$ cat config.mk
export PLATFORM = sky130hd
export DESIGN_NAME = ecc_fault_addr_latch
export DESIGN_NICKNAME = d
export VERILOG_FILES = /design/src/rtl/ecc_cap_pkg.sv /design/src/rtl/ecc_cap_gate.sv /design/src/rtl/ecc_cap_lock.sv /design/src/rtl/ecc_cap_store.sv /design/src/rtl/ecc_fault_addr_latch.sv
export SDC_FILE = /design/constraint.sdc
export NUM_CORES = 1
export LEC_CHECK = 0
export ABC_AREA = 1
export BUFFER_PORTS_ARGS = -buffer_cell sky130_fd_sc_hd__buf_4
export CAP_MARGIN = 20
export CORE_ASPECT_RATIO = 1.5
export CORE_MARGIN = 2
export CORE_UTILIZATION = 27
export CTS_BUF_LIST = sky130_fd_sc_hd__clkbuf_16
export CTS_CLUSTER_DIAMETER = 30
export DETAILED_ROUTE_END_ITERATION = 7
export PLACE_DENSITY_LB_ADDON = 0.08
export SYNTH_ARGS = -nofsm -noshare
export SYNTH_HDL_FRONTEND = slang
export SYNTH_HIERARCHICAL = 1
export SYNTH_SLANG_ARGS = --single-unit
$ cat constraint.sdc
create_clock -name clk -period 2.8 [get_ports clk]
set_clock_uncertainty 0.15 [all_clocks]
set_input_delay 0.56 -clock clk [delete_from_list [all_inputs] [get_ports clk]]
set_output_delay 0.56 -clock clk [all_outputs]
set_load 0.01 [all_outputs]
$ cat src/rtl/ecc_cap_pkg.sv
package ecc_cap_pkg;
  parameter int unsigned CAP_W = 32;
  parameter int unsigned OFS_W = 3;

  typedef struct packed {
    logic one_fail;
    logic zero_fail;
    logic profile;
  } ecc_en_t;

  // Either event enable opens capture.
  function automatic logic capture_enabled(ecc_en_t en);
    return en.one_fail | en.zero_fail;
  endfunction

  // Profiling with no event enable: errors are only counted elsewhere.
  function automatic logic profile_only(ecc_en_t en);
    return en.profile & ~capture_enabled(en);
  endfunction
endpackage

$ cat src/rtl/ecc_cap_gate.sv
module ecc_cap_gate
  import ecc_cap_pkg::*;
(
  input  logic    err_strobe,
  input  ecc_en_t en,
  input  logic    stat_zero,
  input  logic    stat_one,
  input  logic    locked,
  input  logic    cpu_rd,
  output logic    load_evt,
  output logic    prof_only_evt,
  output logic    drop_evt
);
  logic flag_hold;
  logic open_now;

  always_comb begin
    flag_hold     = stat_zero | stat_one;
    open_now      = ~flag_hold & ~locked & ~cpu_rd;
    load_evt      = err_strobe & capture_enabled(en) & open_now;
    prof_only_evt = err_strobe & profile_only(en);
    drop_evt      = err_strobe & ~load_evt;
  end
endmodule

$ cat src/rtl/ecc_cap_lock.sv
module ecc_cap_lock (
  input  logic clk,
  input  logic rst_n,
  input  logic load_evt,
  input  logic cpu_rd,
  input  logic dbg_mode,
  input  logic susp_ignore,
  output logic locked,
  output logic release_evt
);
  logic read_counts;
  logic locked_q;

  always_comb begin
    read_counts = ~dbg_mode | susp_ignore;
    release_evt = cpu_rd & locked_q & read_counts;
  end

  always_ff @(posedge clk or negedge rst_n) begin
    if (!rst_n)           locked_q <= 1'b0;
    else if (load_evt)    locked_q <= 1'b1;
    else if (release_evt) locked_q <= 1'b0;
  end

  assign locked = locked_q;
endmodule

$ cat src/rtl/ecc_cap_store.sv
module ecc_cap_store #(
  parameter int unsigned CAP_W = 32,
  parameter int unsigned OFS_W = 3
) (
  input  logic             clk,
  input  logic             load_evt,
  input  logic [CAP_W-1:0] err_addr,
  input  logic             ecc_sel,
  output logic [CAP_W-1:0] cap_value
);
  localparam logic [CAP_W-1:0] ALIGN_MASK = {{(CAP_W-OFS_W){1'b1}}, {OFS_W{1'b0}}};

  logic [CAP_W-1:0] next_val;
  logic [CAP_W-1:0] cap_q;

  always_comb next_val = ecc_sel ? err_addr : (err_addr & ALIGN_MASK);

  // Deliberately no reset: contents survive the functional reset.
  always_ff @(posedge clk) begin
    if (load_evt) cap_q <= next_val;
  end

  assign cap_value = cap_q;
endmodule

$ cat src/rtl/ecc_fault_addr_latch.sv
module ecc_fault_addr_latch
  import ecc_cap_pkg::*;
#(
  parameter int unsigned CAP_W = ecc_cap_pkg::CAP_W,
  parameter int unsigned OFS_W = ecc_cap_pkg::OFS_W
) (
  input  logic             clk,
  input  logic             rst_n,
  input  logic             err_strobe,
  input  logic [CAP_W-1:0] err_addr,
  input  logic             ecc_byte_sel,
  input  logic             en_one_fail,
  input  logic             en_zero_fail,
  input  logic             en_profile,
  input  logic             stat_zero_flag,
  input  logic             stat_one_flag,
  input  logic             dbg_mode,
  input  logic             susp_ignore,
  input  logic             cpu_rd,
  output logic [CAP_W-1:0] cap_value,
  output logic             cap_locked
);
  ecc_en_t en;
  logic    load_evt;
  logic    prof_only_evt;
  logic    drop_evt;
  logic    release_evt;

  always_comb begin
    en.one_fail  = en_one_fail;
    en.zero_fail = en_zero_fail;
    en.profile   = en_profile;
  end

  ecc_cap_gate u_gate (
    .err_strobe    (err_strobe),
    .en            (en),
    .stat_zero     (stat_zero_flag),
    .stat_one      (stat_one_flag),
    .locked        (cap_locked),
    .cpu_rd        (cpu_rd),
    .load_evt      (load_evt),
    .prof_only_evt (prof_only_evt),
    .drop_evt      (drop_evt)
  );

  ecc_cap_lock u_lock (
    .clk         (clk),
    .rst_n       (rst_n),
    .load_evt    (load_evt),
    .cpu_rd      (cpu_rd),
    .dbg_mode    (dbg_mode),
    .susp_ignore (susp_ignore),
    .locked      (cap_locked),
    .release_evt (release_evt)
  );

  ecc_cap_store #(.CAP_W(CAP_W), .OFS_W(OFS_W)) u_store (
    .clk       (clk),
    .load_evt  (load_evt),
    .err_addr  (err_addr),
    .ecc_sel   (ecc_byte_sel),
    .cap_value (cap_value)
  );
endmodule

### Yosys cells after proc, flatten, opt, wreduce, memory -nomap -nowiden

Index checks and enable logic that the tools add are counted.

* flip-flop bits (word level): 33
* word-level logic and storage cells: 19
* output and inout port bits: 33

* mux-type cells: 2
* reductions and logical operators: 1
* bitwise gates (word level): 13

Operator list (count)
* 1-bit bitwise AND: 6
* 1-bit NOT: 4
* 1-bit OR: 3
* 1-bit two-way mux: 2
* 2-bit nonzero test: 1

### Logic depth before layout (Yosys ltp)

* depth after elaboration: 6
* mapped depth: 6
* gate-level depth less buffers: 6

### Cells and area by module

The synthesis kept the hierarchy.

By module, submodules not included
* ecc_cap_store: instances 1, area each 983.4 µm², sequential area each 960.9 µm², cells an instance 38
* ecc_cap_lock: instances 1, area each 58.8 µm², sequential area each 25.0 µm², cells an instance 10
* ecc_cap_gate: instances 1, area each 51.3 µm², sequential area each 0.0 µm², cells an instance 13

### Worst setup path after synthesis

OpenSTA, ideal clock, no wires.

* path kind: input to register
* from: input port stat_zero_flag
* to: register u_store.cap_q[0], in the netlist u_store/cap_value[0] (enable)
* setup time: 0.397 ns
* data arrival time: 1.609 ns
* stages on the path: 3
* path slack: 0.644 ns
* data required time: 2.253 ns
* buffers on the path: 0
* path through: nor2_1 > nand2_1 > nor2_2

* cells in the longest elaborated chain, start to end: 5

RTL lines
* from (decl): RTL line ecc_fault_addr_latch.sv:15 `input logic stat_zero_flag,`
* 1-bit OR: RTL line ecc_cap_gate.sv:18 `flag_hold = stat_zero | stat_one;`
* 1-bit NOT: RTL line ecc_cap_gate.sv:19 `open_now = ~flag_hold & ~locked & ~cpu_rd;`
* 1-bit bitwise AND (2 in series): RTL line ecc_cap_gate.sv:19
* 1-bit bitwise AND: RTL line ecc_cap_gate.sv:20 `load_evt = err_strobe & capture_enabled(en) & open_now;`
* via load_evt: RTL line ecc_fault_addr_latch.sv:24 `logic load_evt;`
* to (signal assigned): RTL line ecc_cap_store.sv:20 `if (load_evt) cap_q <= next_val;`
* to (decl): RTL line ecc_cap_store.sv:14 `logic [CAP_W-1:0] cap_q;`

The timed path passes the listed nets, and every way through them passes these cells.
A chain may end at the register's enable or synchronous reset.

### Final worst setup path

* from: register u_lock.locked_q, in the netlist u_lock/locked
* to: register u_store.cap_q[9], in the netlist u_store/cap_value[9] (enable)

* cells in the longest elaborated chain, start to end: 4

RTL lines
* from (decl): RTL line ecc_cap_lock.sv:12 `logic locked_q;`
* from (signal assigned): RTL line ecc_cap_lock.sv:20 `if (!rst_n) locked_q <= 1'b0;`
* from (signal assigned): RTL line ecc_cap_lock.sv:21 `else if (load_evt) locked_q <= 1'b1;`
* from (signal assigned): RTL line ecc_cap_lock.sv:22 `else if (release_evt) locked_q <= 1'b0;`
* 1-bit NOT: RTL line ecc_cap_gate.sv:19
* 1-bit bitwise AND (2 in series): RTL line ecc_cap_gate.sv:19
* 1-bit bitwise AND: RTL line ecc_cap_gate.sv:20
* via load_evt: RTL line ecc_fault_addr_latch.sv:24

The timed path passes the listed nets, and every way through them passes these cells.

==> results.md <==
| Group | Metric | Reported |
|:---|:---|:---|
| status | Run status | complete, no violations |
| logic synthesis | Synthesized net count | 101 |
| grt | Antenna violations before repair | 0 |
| logic synthesis | Post-Synthesis Cell Area | 1080 um^2 |
| timing | Setup repair after global routing missed its margin | no |
| timing | Tcrit/Tclk final | 62.3% |
| floorplan | Initial core utilization | 27.7% |
| grt | Global-route wire length before repair | 3240 um |
| floorplan | Boundary Pins | 77 |
| timing | Setup Total Neg Slack | 0 ps |
| setup path | CP startpoint kind | register |
| timing | Final hold violations | 0 |
| flow run | Max_cap viols | 0 |
| floorplan | Height of the die | 81.4 um |
| drt | Post-route DRC | 0 |
| clock network | Cell at the root of the clock tree | sky130_fd_sc_hd__clkbuf_16 |
| pwr | Leak pwr | 0.000840 uW |
| setup path | Largest stage delay, worst path | 400 ps |
| timing | Finish-stage setup viols | 0 |
| floorplan | Row cnt | 28 |
| timing | Tightest Pin Transition | 380 ps |
| logic synthesis | Count of synthesis-stage warnings from yosys | 6 |
| drt | Via total after detailed routing | 740 |
| setup path | Critical path endpoint category | register |
| drt | WL final | 2080 um |
| layout | Share of layout cells above drive strength 1 | 57.7% |
| clock network | Post-CTS Setup Repair Bufs | 0 |
| drt | Mean routed wirelength per cell | 11.1 um |
| placement | Post-Place Setup Slack | 740 ps |
| layout | Diodes inserted | 0 |
| clock network | Clock buffer count from CTS | 5 |
| pwr | Maximum ir drop on the vdd rail | 0.404 mV |
| setup path | Worst path required time | 2600 ps |
| logic synthesis | Synthesized area divided by synthesized cell count | 18.9 um^2 |
| clock network | Buffer levels on the longest clock path | 2 |
| setup path | Arrival time at the worst endpoint | 1540 ps |
| drt | Antenna viol nets, final | 0 |
| floorplan | Total die area | 4530 um^2 |
| timing | Least setup slack across all paths after layout | 1060 ps |
| grt | Grt ovf | 0 |
| placement | Routability congestion estimate | 0.654 |
| setup path | Cell chain of the critical path | nor2_1 > nand2_1 > nor2_4 > buf_4 |
| timing | Achievable frequency | 573 MHz |
| floorplan | Area of the core | 3890 um^2 |
| setup path | Slowest stage cell on the critical path | sky130_fd_sc_hd__dfrtp_1 |
| pwr | Final Total Pwr | 1170 uW |
| timing | Slew Viols, Final | 0 |
| timing | Post-layout minimum cycle time | 1740 ps |
| setup path | Critical Setup Path Class | register to register |
| drt | Drt initial violations | 22 |
| placement | Number of port buffers | 75 |
| setup path | Highest net fanout along the worst path | 21 |
| placement | Post-detailed-placement half-perimeter wirelength | 1590 um |
| clock network | Insertion delay of the later-clocked pin in the worst-skew pair | 270 ps |
| pwr | Power per cell area | 628 nW/um^2 |
| layout | Post-Route Utilization | 47.7% |
| grt | Largest net degree at the start of global routing | 22 |
| floorplan | Horizontal die dimension | 55.6 um |
| timing | Worst hold slack | 317 ps |
| clock network | Sink count of the clock tree | 33 |
| clock network | H-tree levels | 2 |
| grt | Number of global-route vias before repair | 738 |
| grt | Overall track demand over capacity in global routing | 9.78% |
| min path | Hold crit path type | input pin to register |
| drt | First-pass iteration count of the detailed router | 4 |
| drt | Via/cell ratio | 3.96 |
| logic synthesis | Number of standard cells after synthesis | 57 |
| timing | Relative slew slack | 74.6% |
| clock network | Cells resized by post-CTS repair | 0 |
| clock network | Clk pin slew, worst setup/hold paths | 50 ps |
| layout | Signed area change from the synthesized netlist to the final layout | 72.2% |
| clock network | TritonCTS clock tree | yes |
| layout | Net count of the finished layout | 185 |
-- critical path, delay by kind of cell, from the launching register on --
| family | cells | cell delay [ps] |
|---|---|---|
| flip-flops | 1 | 400 |
| AND/OR/NAND/NOR | 3 | 520 |
| buffers and inverters | 1 | 350 |
-- registers in the layout, summed over array words and instances, names as in the netlist --
signal,count
u_lock/locked,1
u_store/cap_value,32
-- per-layer routing --
metal	vias up	track usage [%]	share of wire, %
li1	361	-	-
met1	330	9.24	33
met2	45	17.1	56
met3	4	4.14	9.2
met4	0	6.59	1.8
met5	-	0	0
-- metrics by stage --
stage | cells | cell area [um^2]
after global routing | 187 | 1860
after floorplan | 57 | 1080
final | 187 | 1860
after global placement | 178 | 1710
after CTS | 187 | 1860
after detailed placement | 178 | 1710
-- cell usage in the layout, fill, tap and decap left out --
cell type,count
sky130_fd_sc_hd__clkbuf_16,5
sky130_fd_sc_hd__nor2_1,2
sky130_fd_sc_hd__inv_1,13
sky130_fd_sc_hd__nand2_1,11
sky130_fd_sc_hd__edfxtp_1,32
sky130_fd_sc_hd__buf_4,76
sky130_fd_sc_hd__dlygate4sd3_1,1
sky130_fd_sc_hd__nor2_4,1
sky130_fd_sc_hd__dfrtp_1,1
-- final cells by class --
cell class | instances | area [um^2]
fillers | 370 | 2030
flip-flops and latches | 33 | 986
repair buffers | 77 | 581
clock buffers | 5 | 125
multi-input cells | 14 | 60.1
well taps | 45 | 56.3
inverters | 10 | 37.5
clock inverters | 3 | 11.3
-- worst paths after layout --
path                            cells past startpoint                 startpoint  slack [ps]                              end
min in group asynchronous                           2                      rst_n         450        u_lock/locked$_DFFE_PN0P_
worst min register to register                      2  u_lock/locked$_DFFE_PN0P_         380        u_lock/locked$_DFFE_PN0P_
worst min-delay path                                1               err_addr[19]         320  u_store/cap_value[19]$_DFFE_PP_
worst max register to register                      4  u_lock/locked$_DFFE_PN0P_        1060   u_store/cap_value[9]$_DFFE_PP_
max in group asynchronous                           2                      rst_n        1970        u_lock/locked$_DFFE_PN0P_
worst max-delay path                                4  u_lock/locked$_DFFE_PN0P_        1060   u_store/cap_value[9]$_DFFE_PP_
-- report_power, final --
group          internal (uW)  total (uW)  switching, uW
logic                   66.3         107           41.2
clock network            318         483            166
registers                565         575           10.2
-- repair_timing --
action | 4_1_cts | 5_1_grt
endpoints found under the hold margin | 1 | 0
hold buffers | 1 | 0
setup endpoints to repair | 0 | 0
No activity file was read; power rests on OpenSTA's default activity.
